## config.mk

```make
export PLATFORM = sky130hd
export DESIGN_NAME = ecj_scalar_mul
export DESIGN_NICKNAME = d
export VERILOG_FILES = /design/src/rtl/ecj_pkg.sv /design/src/rtl/ecj_modarith.sv /design/src/rtl/ecj_modmul.sv /design/src/rtl/ecj_uprog.sv /design/src/rtl/ecj_scalar_mul.sv
export SDC_FILE = /design/constraint.sdc
export NUM_CORES = 1
export LEC_CHECK = 0
export ABC_AREA = 1
export BUFFER_PORTS_ARGS = -buffer_cell sky130_fd_sc_hd__buf_2
export CAP_MARGIN = 20
export CORE_ASPECT_RATIO = 0.5
export CORE_MARGIN = 1.5
export CORE_UTILIZATION = 26
export CTS_CLUSTER_SIZE = 28
export DETAILED_ROUTE_END_ITERATION = 16
export GPL_TIMING_DRIVEN = 1
export HOLD_SLACK_MARGIN = 0.02
export PLACE_DENSITY = 0.53
export SLEW_MARGIN = 20
export SYNTH_ARGS = -nofsm -noshare
export SYNTH_HDL_FRONTEND = slang
export SYNTH_SLANG_ARGS = --single-unit
```

## constraint.sdc

```tcl
create_clock -name clk -period 5.2 [get_ports clk]
set_input_delay 1.04 -clock clk [delete_from_list [all_inputs] [get_ports clk]]
set_output_delay 1.04 -clock clk [all_outputs]
set_load 0.05 [all_outputs]
```

## src/rtl/ecj_pkg.sv

```systemverilog
package ecj_pkg;
  localparam int RF_AW    = 4;
  localparam int RF_DEPTH = 1 << RF_AW;
  localparam int PC_W     = 6;
  localparam logic [PC_W-1:0] ADD_ENTRY = PC_W'(24);

  typedef enum logic [1:0] {UOP_MUL, UOP_ADD, UOP_SUB, UOP_RET} uop_e;

  typedef struct packed {
    uop_e             op;
    logic [RF_AW-1:0] d;
    logic [RF_AW-1:0] a;
    logic [RF_AW-1:0] b;
  } uop_t;

  function automatic uop_t mk(uop_e o, int d, int a, int b);
    uop_t u;
    u.op = o;
    u.d  = RF_AW'(d);
    u.a  = RF_AW'(a);
    u.b  = RF_AW'(b);
    return u;
  endfunction
endpackage

```

## src/rtl/ecj_modarith.sv

```systemverilog
module ecj_modarith #(
  parameter int W = 16,
  parameter bit SUBTRACT = 1'b0
) (
  input  logic [W-1:0] a,
  input  logic [W-1:0] b,
  input  logic [W-1:0] p,
  output logic [W-1:0] y
);
  generate
    if (SUBTRACT) begin : g_sub
      logic [W:0] diff, wrap;
      assign diff = {1'b0, a} - {1'b0, b};
      assign wrap = diff + {1'b0, p};
      assign y = diff[W] ? wrap[W-1:0] : diff[W-1:0];
    end else begin : g_add
      logic [W:0] sum, red;
      assign sum = {1'b0, a} + {1'b0, b};
      assign red = sum - {1'b0, p};
      assign y = (sum >= {1'b0, p}) ? red[W-1:0] : sum[W-1:0];
    end
  endgenerate
endmodule

```

## src/rtl/ecj_modmul.sv

```systemverilog
module ecj_modmul #(
  parameter int W = 16
) (
  input  logic         clk,
  input  logic         rst,
  input  logic         start,
  input  logic [W-1:0] a,
  input  logic [W-1:0] b,
  input  logic [W-1:0] p,
  output logic         done,
  output logic [W-1:0] y
);
  localparam int CW = $clog2(W + 1);

  logic [W-1:0]  acc, ar, br;
  logic [CW-1:0] cnt;
  logic          busy;

  function automatic logic [W-1:0] step(logic [W-1:0] acc_i, logic bit_i,
                                        logic [W-1:0] b_i, logic [W-1:0] p_i);
    logic [W:0] dbl, sum;
    dbl = {acc_i, 1'b0};
    if (dbl >= {1'b0, p_i}) dbl = dbl - {1'b0, p_i};
    sum = dbl + (bit_i ? {1'b0, b_i} : '0);
    if (sum >= {1'b0, p_i}) sum = sum - {1'b0, p_i};
    return sum[W-1:0];
  endfunction

  always_ff @(posedge clk) begin
    if (rst) begin
      acc  <= '0;
      ar   <= '0;
      br   <= '0;
      cnt  <= '0;
      busy <= 1'b0;
      done <= 1'b0;
    end else begin
      done <= 1'b0;
      if (start) begin
        acc  <= '0;
        ar   <= a;
        br   <= b;
        cnt  <= CW'(W);
        busy <= 1'b1;
      end else if (busy) begin
        acc <= step(acc, ar[W-1], br, p);
        ar  <= {ar[W-2:0], 1'b0};
        cnt <= cnt - 1'b1;
        if (cnt == CW'(1)) begin
          busy <= 1'b0;
          done <= 1'b1;
        end
      end
    end
  end

  assign y = acc;

  AST_MUL_START_IDLE: assert property (@(posedge clk) disable iff (rst)
    start |-> !busy);
  AST_MUL_RESULT_RANGE: assert property (@(posedge clk) disable iff (rst)
    done |-> (y < p));
endmodule

```

## src/rtl/ecj_uprog.sv

```systemverilog
module ecj_uprog
  import ecj_pkg::*;
(
  input  logic [PC_W-1:0] pc,
  output uop_t            uop
);
  // Registers: 0 X, 1 Y, 2 Z of the running point; 3, 4 affine base; 5..15 scratch.
  always_comb begin
    unique case (pc)
      // doubling
      6'd0:  uop = mk(UOP_MUL, 5, 0, 0);
      6'd1:  uop = mk(UOP_MUL, 6, 1, 1);
      6'd2:  uop = mk(UOP_MUL, 7, 0, 6);
      6'd3:  uop = mk(UOP_MUL, 8, 6, 6);
      6'd4:  uop = mk(UOP_MUL, 9, 5, 5);
      6'd5:  uop = mk(UOP_MUL, 10, 1, 2);
      6'd6:  uop = mk(UOP_ADD, 2, 10, 10);
      6'd7:  uop = mk(UOP_ADD, 11, 9, 9);
      6'd8:  uop = mk(UOP_ADD, 11, 11, 11);
      6'd9:  uop = mk(UOP_ADD, 11, 11, 11);
      6'd10: uop = mk(UOP_ADD, 11, 11, 9);
      6'd11: uop = mk(UOP_ADD, 12, 7, 7);
      6'd12: uop = mk(UOP_ADD, 12, 12, 12);
      6'd13: uop = mk(UOP_ADD, 13, 12, 12);
      6'd14: uop = mk(UOP_SUB, 0, 11, 13);
      6'd15: uop = mk(UOP_SUB, 14, 12, 0);
      6'd16: uop = mk(UOP_ADD, 15, 5, 5);
      6'd17: uop = mk(UOP_ADD, 15, 15, 5);
      6'd18: uop = mk(UOP_MUL, 15, 15, 14);
      6'd19: uop = mk(UOP_ADD, 8, 8, 8);
      6'd20: uop = mk(UOP_ADD, 8, 8, 8);
      6'd21: uop = mk(UOP_ADD, 8, 8, 8);
      6'd22: uop = mk(UOP_SUB, 1, 15, 8);
      6'd23: uop = mk(UOP_RET, 0, 0, 0);
      // addition of the affine base point
      6'd24: uop = mk(UOP_MUL, 5, 2, 2);
      6'd25: uop = mk(UOP_MUL, 6, 5, 2);
      6'd26: uop = mk(UOP_MUL, 7, 3, 5);
      6'd27: uop = mk(UOP_SUB, 7, 7, 0);
      6'd28: uop = mk(UOP_MUL, 8, 4, 6);
      6'd29: uop = mk(UOP_SUB, 8, 8, 1);
      6'd30: uop = mk(UOP_ADD, 8, 8, 8);
      6'd31: uop = mk(UOP_MUL, 9, 7, 7);
      6'd32: uop = mk(UOP_MUL, 10, 9, 7);
      6'd33: uop = mk(UOP_MUL, 11, 9, 0);
      6'd34: uop = mk(UOP_ADD, 11, 11, 11);
      6'd35: uop = mk(UOP_ADD, 11, 11, 11);
      6'd36: uop = mk(UOP_ADD, 12, 11, 11);
      6'd37: uop = mk(UOP_ADD, 13, 10, 10);
      6'd38: uop = mk(UOP_ADD, 13, 13, 13);
      6'd39: uop = mk(UOP_MUL, 14, 8, 8);
      6'd40: uop = mk(UOP_SUB, 14, 14, 13);
      6'd41: uop = mk(UOP_SUB, 0, 14, 12);
      6'd42: uop = mk(UOP_SUB, 15, 11, 0);
      6'd43: uop = mk(UOP_MUL, 15, 8, 15);
      6'd44: uop = mk(UOP_MUL, 5, 1, 10);
      6'd45: uop = mk(UOP_ADD, 5, 5, 5);
      6'd46: uop = mk(UOP_ADD, 5, 5, 5);
      6'd47: uop = mk(UOP_ADD, 5, 5, 5);
      6'd48: uop = mk(UOP_SUB, 1, 15, 5);
      6'd49: uop = mk(UOP_MUL, 6, 2, 7);
      6'd50: uop = mk(UOP_ADD, 2, 6, 6);
      default: uop = mk(UOP_RET, 0, 0, 0);
    endcase
  end
endmodule

```

## src/rtl/ecj_scalar_mul.sv

```systemverilog
module ecj_scalar_mul
  import ecj_pkg::*;
#(
  parameter int W  = 16,
  parameter int KW = 16
) (
  input  logic          clk,
  input  logic          rst,
  input  logic          start,
  input  logic [KW-1:0] scalar,
  input  logic [W-1:0]  base_x,
  input  logic [W-1:0]  base_y,
  input  logic [W-1:0]  prime,
  output logic          done,
  output logic [W-1:0]  x_out,
  output logic [W-1:0]  y_out,
  output logic [W-1:0]  z_out,
  output logic          at_inf
);
  localparam int BIT_W = (KW > 1) ? $clog2(KW) : 1;

  typedef enum logic [2:0] {ST_IDLE, ST_INIT, ST_EXEC, ST_WAIT, ST_OUT} st_e;

  st_e              st;
  logic [PC_W-1:0]  pc;
  logic [BIT_W-1:0] bit_idx;
  logic [KW-1:0]    k_r;
  logic [W-1:0]     p_r, px_r, py_r;
  logic [2:0]       init_cnt;
  logic [1:0]       out_cnt;

  uop_t cur;
  ecj_uprog u_prog (.pc(pc), .uop(cur));

  // register file: synchronous write, asynchronous read
  logic [W-1:0]     rf [RF_DEPTH];
  logic             rf_we;
  logic [RF_AW-1:0] rf_waddr, rd_addr_a;
  logic [W-1:0]     rf_wdata, rd_a, rd_b;

  assign rd_addr_a = (st == ST_OUT) ? RF_AW'(out_cnt) : cur.a;
  assign rd_a = rf[rd_addr_a];
  assign rd_b = rf[cur.b];

  always_ff @(posedge clk) begin
    if (rf_we) rf[rf_waddr] <= rf_wdata;
  end

  logic [W-1:0] add_y, sub_y, mul_y;
  logic         mul_start, mul_done;

  ecj_modarith #(.W(W), .SUBTRACT(1'b0)) u_add (.a(rd_a), .b(rd_b), .p(p_r), .y(add_y));
  ecj_modarith #(.W(W), .SUBTRACT(1'b1)) u_sub (.a(rd_a), .b(rd_b), .p(p_r), .y(sub_y));

  assign mul_start = (st == ST_EXEC) && (cur.op == UOP_MUL);

  ecj_modmul #(.W(W)) u_mul (
    .clk(clk), .rst(rst), .start(mul_start), .a(rd_a), .b(rd_b), .p(p_r),
    .done(mul_done), .y(mul_y)
  );

  always_comb begin
    rf_we    = 1'b0;
    rf_waddr = cur.d;
    rf_wdata = add_y;
    unique case (st)
      ST_INIT: begin
        rf_we    = 1'b1;
        rf_waddr = RF_AW'(init_cnt);
        unique case (init_cnt)
          3'd0, 3'd3: rf_wdata = px_r;
          3'd1, 3'd4: rf_wdata = py_r;
          default:    rf_wdata = W'(1);
        endcase
      end
      ST_EXEC: begin
        if (cur.op == UOP_ADD) begin
          rf_we = 1'b1;
        end else if (cur.op == UOP_SUB) begin
          rf_we    = 1'b1;
          rf_wdata = sub_y;
        end
      end
      ST_WAIT: begin
        rf_we    = mul_done;
        rf_wdata = mul_y;
      end
      default: ;
    endcase
  end

  always_ff @(posedge clk) begin
    if (rst) begin
      st       <= ST_IDLE;
      pc       <= '0;
      bit_idx  <= '0;
      k_r      <= '0;
      p_r      <= '0;
      px_r     <= '0;
      py_r     <= '0;
      init_cnt <= '0;
      out_cnt  <= '0;
      done     <= 1'b0;
      x_out    <= '0;
      y_out    <= '0;
      z_out    <= '0;
      at_inf   <= 1'b0;
    end else begin
      done <= 1'b0;
      unique case (st)
        ST_IDLE: begin
          if (start) begin
            k_r      <= scalar;
            p_r      <= prime;
            px_r     <= base_x;
            py_r     <= base_y;
            init_cnt <= '0;
            st       <= ST_INIT;
          end
        end
        ST_INIT: begin
          init_cnt <= init_cnt + 1'b1;
          if (init_cnt == 3'd4) begin
            pc      <= '0;
            bit_idx <= BIT_W'(KW - 1);
            st      <= ST_EXEC;
          end
        end
        ST_EXEC: begin
          unique case (cur.op)
            UOP_MUL: st <= ST_WAIT;
            UOP_ADD, UOP_SUB: pc <= pc + 1'b1;
            default: begin
              if ((pc < ADD_ENTRY) && k_r[bit_idx]) begin
                pc <= ADD_ENTRY;
              end else if (bit_idx == '0) begin
                out_cnt <= '0;
                st      <= ST_OUT;
              end else begin
                bit_idx <= bit_idx - 1'b1;
                pc      <= '0;
              end
            end
          endcase
        end
        ST_WAIT: begin
          if (mul_done) begin
            pc <= pc + 1'b1;
            st <= ST_EXEC;
          end
        end
        ST_OUT: begin
          out_cnt <= out_cnt + 1'b1;
          unique case (out_cnt)
            2'd0: x_out <= rd_a;
            2'd1: y_out <= rd_a;
            default: begin
              z_out  <= rd_a;
              at_inf <= (rd_a == '0);
              done   <= 1'b1;
              st     <= ST_IDLE;
            end
          endcase
        end
        default: st <= ST_IDLE;
      endcase
    end
  end

  AST_WRITE_RANGE: assert property (@(posedge clk) disable iff (rst)
    rf_we |-> (rf_wdata < p_r));
  AST_DONE_PULSE: assert property (@(posedge clk) disable iff (rst)
    done |=> !done);
  AST_OUT_HOLD: assert property (@(posedge clk) disable iff (rst)
    (st == ST_IDLE) |=> ($stable(x_out) && $stable(y_out) && $stable(z_out)));
  AST_NO_RESTART: assert property (@(posedge clk) disable iff (rst)
    ((st == ST_EXEC) || (st == ST_WAIT)) |=> (st != ST_INIT));
  AST_MUL_ACCEPT: assert property (@(posedge clk) disable iff (rst)
    mul_done |-> (st == ST_WAIT));
endmodule

```

==> results of run 1 <==
-- cells by family (layout without fill, tap and decap cells) --
| logic type | Yosys count | in the layout | synth area share, % |
|---|---|---|---|
| simple gates | 1422 | 1422 | 21.3 |
| compound gates | 925 | 925 | 18.3 |
| buf+inv | 700 | 1139 | 9.62 |
| flops | 457 | 457 | 41.2 |
| fa+ha+maj | 143 | 143 | 6.48 |
| xor+xnor | 86 | 86 | 2.65 |
| mux | 15 | 15 | 0.528 |
-- Yosys cell counts (all sizes together) --
| master | n |
|---|---|
| nand2 | 859 |
| inv | 496 |
| o21ai | 368 |
| nand3 | 357 |
| a21oi | 326 |
| edfxtp | 256 |
| dfxtp | 201 |
| clkbuf | 138 |
| ha | 136 |
| o211ai | 134 |
| nor2 | 123 |
| buf | 64 |
| xor2 | 64 |
| nand4 | 42 |
| o22ai | 32 |
| xnor2 | 22 |
| nor3 | 21 |
| mux2i | 15 |
| a21o | 10 |
| a31oi | 10 |
| o21bai | 10 |
| or2 | 9 |
| o221ai | 8 |
| a21boi | 7 |
| fa | 7 |
| nand3b | 6 |
| a221oi | 5 |
| o31ai | 4 |
| a211oi | 3 |
| a311oi | 2 |
| and2 | 2 |
| clkinv | 2 |
| o2111ai | 2 |
| o21a | 2 |
| a41o | 1 |
| a41oi | 1 |
| and3 | 1 |
| nor3b | 1 |
| nor4 | 1 |
-- timing repair --
action / in CTS / in global routing
gates cloned: 4 / 15
resized for setup: 68 / 268
pin swaps: 16 / 67
hold buffers: 0 / 0
setup buffers: 11 / 27
endpoints found under the setup margin: 270 / 272
-- per-layer routing --
| metal | global-route usage (%) | wire (µm) |
|---|---|---|
| met2 | 28.3 | 47100 |
| met3 | 2.30 | 7090 |
| met4 | 5.83 | 3150 |
| met5 | 0 | 0 |
| met1 | 24.6 | 47800 |
-- through the flow --
| stage | area [µm²] | TNS [ns] | setup slack, ns | utilization, % | std cells |
|---|---|---|---|---|---|
| finish | 36700 | 0 | 0.0595 | 34.0 | 5622 |
| global route | 36700 | -20.74 | -0.143 | 34.0 | 5622 |
| CTS | 35200 | 0 | 0.00589 | 32.6 | 5581 |
| detailed placement | 33200 | -66.22 | -0.439 | 30.8 | 5476 |
| global placement | 33200 | -58.64 | -0.461 | 30.8 | 5476 |
| floorplan | 28400 | 0 | 0.0114 | - | 3748 |
-- how the worst max path moves through the flow --
| stage | startpoint | endpoint | slack (ns) | cells after the start |
|---|---|---|---|---|
| 2_1_floorplan | st[0]$_SDFFE_PP0P_ | rf[0][1]$_DFFE_PP_ | 0.01 | 36 |
| 3_3_place_gp | st[0]$_SDFFE_PP0P_ | rf[7][12]$_DFFE_PP_ | -0.46 | 32 |
| 3_5_place_dp | st[0]$_SDFFE_PP0P_ | rf[3][12]$_DFFE_PP_ | -0.44 | 34 |
| 4_1_cts | st[0]$_SDFFE_PP0P_ | rf[7][15]$_DFFE_PP_ | 0.006 | 34 |
| 5_1_grt | st[1]$_SDFFE_PP0P_ | rf[11][12]$_DFFE_PP_ | -0.14 | 38 |
| 6_report | st[1]$_SDFFE_PP0P_ | rf[0][12]$_DFFE_PP_ | 0.06 | 36 |
-- critical path: cells and delay by family (launching register included) --
family                   cells  cell delay (ns)
AO/OA/AOI/OAI                3             0.34
XOR/XNOR                     1             0.15
adder cells (fa/ha/maj)      3             0.91
buffers and inverters       11             1.29
flip-flops                   1             0.34
AND/OR/NAND/NOR             18             1.84
-- cell type report --
cell class / count / area (µm²) / share of cell area [%]
multi-input combinational: 2591 / 15200 / 41.5
clock inverter: 15 / 155 / 0.423
sequential: 457 / 11700 / 32.0
tap: 1435 / 1800 / 4.90
inverter: 498 / 1880 / 5.14
timing repair buffer: 549 / 4450 / 12.1
clock buffer: 75 / 1420 / 3.87
timing repair inverter: 2 / 20.0 / 0.0546
==> impl_results.md, run 1 <==
- Core Box Area: 0.108 mm²
- Type of the worst setup path: flip-flop to flip-flop
- # diodes: 0
- Hold WS: 0.453 ns
- Max-cap violations: 0
- I/O pin total: 117
- Clk buf depth: 3
- Buffers on Ports: 116
- CTS root buffer: clkbuf_16
- DP HPWL: 72900 µm
- Synth top area share: 27.0%
- Rows: 85
- Per-cell routed wire length: 18.7 µm
- Post-synthesis cell type count: 50
- Grt ovf: 0
- Initial Util: 26.3%
- RSZ-0062 raised after global routing: yes
- Synthesis-to-finish area growth: 28.9%
- Vias in the first global route: 25.9k
- Most frequent cells in the layout: 813 x nand2_1, 479 x inv_1, 365 x buf_4
- Final antenna-violating net count: 0
- Delay of the slowest cell on the worst path: 0.41 ns
- Most frequent standard cell in the layout excluding fill and tap cells: nand2_1
- Fillers: 11.1k
- Hold path cells: 2
- Pin count of the biggest net entering global routing: 110
- DR vias/cell: 4.94
- CTS Sinks: 457
- Final hold vios: 0
- Setup Skew: 0.0215 ns
- DRC: 0
- First-pass GRT wire length: 153000 µm
- Inserted Clock Buffers: 49
- Mapped Area: 0.0284 mm²
- Die Y-Extent: 237 µm
- Reg2reg end: rf[0][12]$_DFFE_PP_
- Crit-path most repeated cell: nand2_1
- Post-synthesis average cell area: 7.59 µm²
- 1st-iter DRT viols: 2614
- Slew @ Worst Pin: 0.989 ns
- Final net count: 4358
- Initial antenna violation count: 0
- Element type at the critical path end: flip-flop
- Post-Synthesis Cells: 3748
- F_max: 195 MHz
- RePlAce Congestion: 0.933
- Worst hold path class: flip-flop to flip-flop
- Clk pin slew, worst setup/hold paths: 0.07 ns
- Crit-path max FO: 16
- Worst r2r src: st[1]$_SDFFE_PP0P_
- Synth area leader: edfxtp_1
- Final setup fails: 0
- Arrival time worst endpoint: 5.51 ns
- Reg2Reg Depth: 36
- Max_slew headroom: 33.6%
- H-tree depth: 2
- Drt pass-1 iters: 6
- R2r setup slk: 0.06 ns
- Max reg flops: 256
- Number of synthesis warnings: 0
- Critical-path top delay cell: fa_2
- CP Launch Type: flip-flop
- Die ar.: 0.111 mm²
- Sequential share of the synthesized area: 41.2%
- Die width: 471 µm
- Synth Register Bits: 457
- Final cycle utilization of the critical path: 98.9%
- Hold EP: k_r[10]$_SDFFE_PP0P_
- Later-pin clock latency in the skew report: 0.63 ns
- CTS tree: yes
- Largest Register: rf
- Hold wc startpoint: k_r[10]$_SDFFE_PP0P_
- Total Routed Length: 105000 µm
- Syn_nets: 3958
- Min Tclk post-route: 5.14 ns
- CP required: 5.57 ns
- Slew Limit Fails: 0
- Vias: 27.8k
- Status: completed
- GRT Total Usage: 17.7%
- Share of layout cells above drive strength 1: 21.1%
- Synth top area cells: edfxtp_1 27%, dfxtp_1 14%, nand2_1 11%, inv_1 6.4%, o21ai_0 6.3%
Power of run 1 is not shown: default switching activity piles up to over one toggle a cycle in this logic, so the estimate is an artifact.
==> run 2: changes to the inputs <==
Settings changed: CTS_CLUSTER_SIZE 28 to 25, SETUP_SLACK_MARGIN set to 0.3.
Clock period 5.2 ns to 4.19 ns, I/O delays scaled along.
==> run 2 against run 1 <==
Against the previous run: the flow now finishes with violations (negative setup slack); via count increased by 2.1%; core utilization increased by 1.5 points; final cell count grew 2.8%; highest routed layer unchanged; clock skew increased by 0.014 ns; die area unchanged; worst setup slack got worse by 1.1 ns.
==> impl_results.md, run 2 (same netlist as run 1, synthesis figures left out) <==
- CTS tree: yes
- Buffers on Ports: 116
- Rows: 85
- Initial Util: 26.3%
- Violated checks: negative setup slack
- Grt ovf: 0
- Core Box Area: 0.108 mm²
- Placed Cells: 5610
- DR vias/cell: 4.91
- Critical-path top delay cell: fa_2
- Fin util: 35.5%
- Status: complete, but fails checks
- R2r setup slk: -1.08 ns
- Min Tclk post-route: 5.27 ns
- Delay of the slowest cell on the worst path: 0.36 ns
- Final std cells w/o fill: 5780
- DP HPWL: 77300 µm
- Later-pin clock latency in the skew report: 0.64 ns
- Register area: 0.0117 mm²
- # diodes: 0
- Die Y-Extent: 237 µm
- Element type at the critical path end: flip-flop
- Drt pass-1 iters: 13
- Worst Setup SP: st[1]$_SDFFE_PP0P_
- Crit-path max FO: 8
- Vias in the first global route: 26.7k
- Max reg flops: 256
- Critical path depth in cells: 35
- Max-cap violations: 0
- Max_slew headroom: 26.2%
- Reg2Reg Depth: 35
- Final setup fails: 273
- Arrival time worst endpoint: 5.65 ns
- RePlAce Congestion: 0.946
- CTS root buffer: clkbuf_16
- Slew Limit Fails: 0
- Synthesis-to-finish area growth: 34.8%
- Most frequent cells in the layout: 796 x nand2_1, 504 x buf_4, 466 x inv_1
- Type of the worst setup path: flip-flop to flip-flop
- Final hold vios: 0
- Total Routed Length: 107000 µm
- Worst r2r src: st[1]$_SDFFE_PP0P_
- First-pass GRT wire length: 158000 µm
- Slew @ Worst Pin: 1.11 ns
- Reg2reg end: rf[7][7]$_DFFE_PP_
- CP Launch Type: flip-flop
- I/O pin total: 117
- Final WS setup: -1.08 ns
- Pin count of the biggest net entering global routing: 108
- Die width: 471 µm
- Cell family contributing the most delay on the critical path: simple AND/OR/NAND/NOR gates
- DRC: 0
- Final cycle utilization of the critical path: 126%
- Inserted Clock Buffers: 49
- Setup TNS: -255.20 ns
- Per-cell routed wire length: 18.5 µm
- Die ar.: 0.111 mm²
- Largest Register: rf
- F_max: 190 MHz
- Fillers: 11.0k
- Final net count: 4516
- Clk pin slew, worst setup/hold paths: 0.06 ns
- CP required: 4.56 ns
- Vias: 28.4k
- End of the critical path: rf[7][7]$_DFFE_PP_
- Share of layout cells above drive strength 1: 25.0%
- Multi-input logic area: 0.0154 mm²
- RSZ-0062 raised after global routing: yes
- CTS Sinks: 457
- Final antenna-violating net count: 0
- GRT Total Usage: 18.3%
- Initial antenna violation count: 1
- CP bufs+invs: 9
- Most frequent standard cell in the layout excluding fill and tap cells: nand2_1
- 1st-iter DRT viols: 2541
- Worst hold path class: flip-flop to flip-flop
- Setup Skew: 0.0358 ns
- H-tree depth: 2
- Clk buf depth: 3
run 2: area by class of cell:
class | instances | share of cell area (%)
multi-input cells | 2594 | 40.3
flip-flops and latches | 457 | 30.6
repair buffers | 705 | 15.3
inverters | 498 | 4.97
well taps | 1435 | 4.68
clock buffers | 68 | 3.53
clock inverters | 22 | 0.656
repair inverters | 1 | 0.0294
run 2: how the worst min path moves through the flow:
stage | start | endpoint | slack, ns | depth (start not counted)
finish | k_r[12]$_SDFFE_PP0P_ | k_r[12]$_SDFFE_PP0P_ | 0.45 | 2
global route | px_r[7]$_SDFFE_PP0P_ | px_r[7]$_SDFFE_PP0P_ | 0.47 | 2
detailed placement | k_r[2]$_SDFFE_PP0P_ | k_r[2]$_SDFFE_PP0P_ | 0.45 | 2
floorplan | k_r[0]$_SDFFE_PP0P_ | k_r[0]$_SDFFE_PP0P_ | 0.43 | 2
CTS | px_r[6]$_SDFFE_PP0P_ | px_r[6]$_SDFFE_PP0P_ | 0.46 | 2
global placement | px_r[9]$_SDFFE_PP0P_ | px_r[9]$_SDFFE_PP0P_ | 0.44 | 2
run 2: per-layer routing:
| metal | global-route usage [%] | vias to the layer above | part of all wire, % |
|---|---|---|---|
| met5 | 0 | - | 0 |
| met4 | 6.40 | 0 | 3.3 |
| met3 | 2.02 | 168 | 6.2 |
| met2 | 29.3 | 952 | 45 |
| met1 | 25.5 | 13500 | 46 |
| li1 | - | 13800 | - |
run 2: what timing repair did:
item | CTS | global route
buffers inserted | 52 | 15
hold buffers | 0 | 0
pin swaps | 36 | 79
cloned | 6 | 7
resized for setup | 93 | 185
endpoints found under the setup margin | 272 | 274
run 2: through the flow:
stage	hold slack, ns	instance area, µm²	setup WS (ns)
after global routing	0.469	38300	-1.29
after floorplan	0.429	29000	-0.665
final	0.450	38300	-1.08
after CTS	0.456	37300	-0.889
after detailed placement	0.448	34700	-1.21
after global placement	0.441	34700	-1.10
run 2: tightest hold or removal path: stages, from the launching register on:
cell	delay, ns
dfxtp_1	0.29
inv_1	0.06
a21oi_1	0.05
Power of run 2 is left out for the same reason.
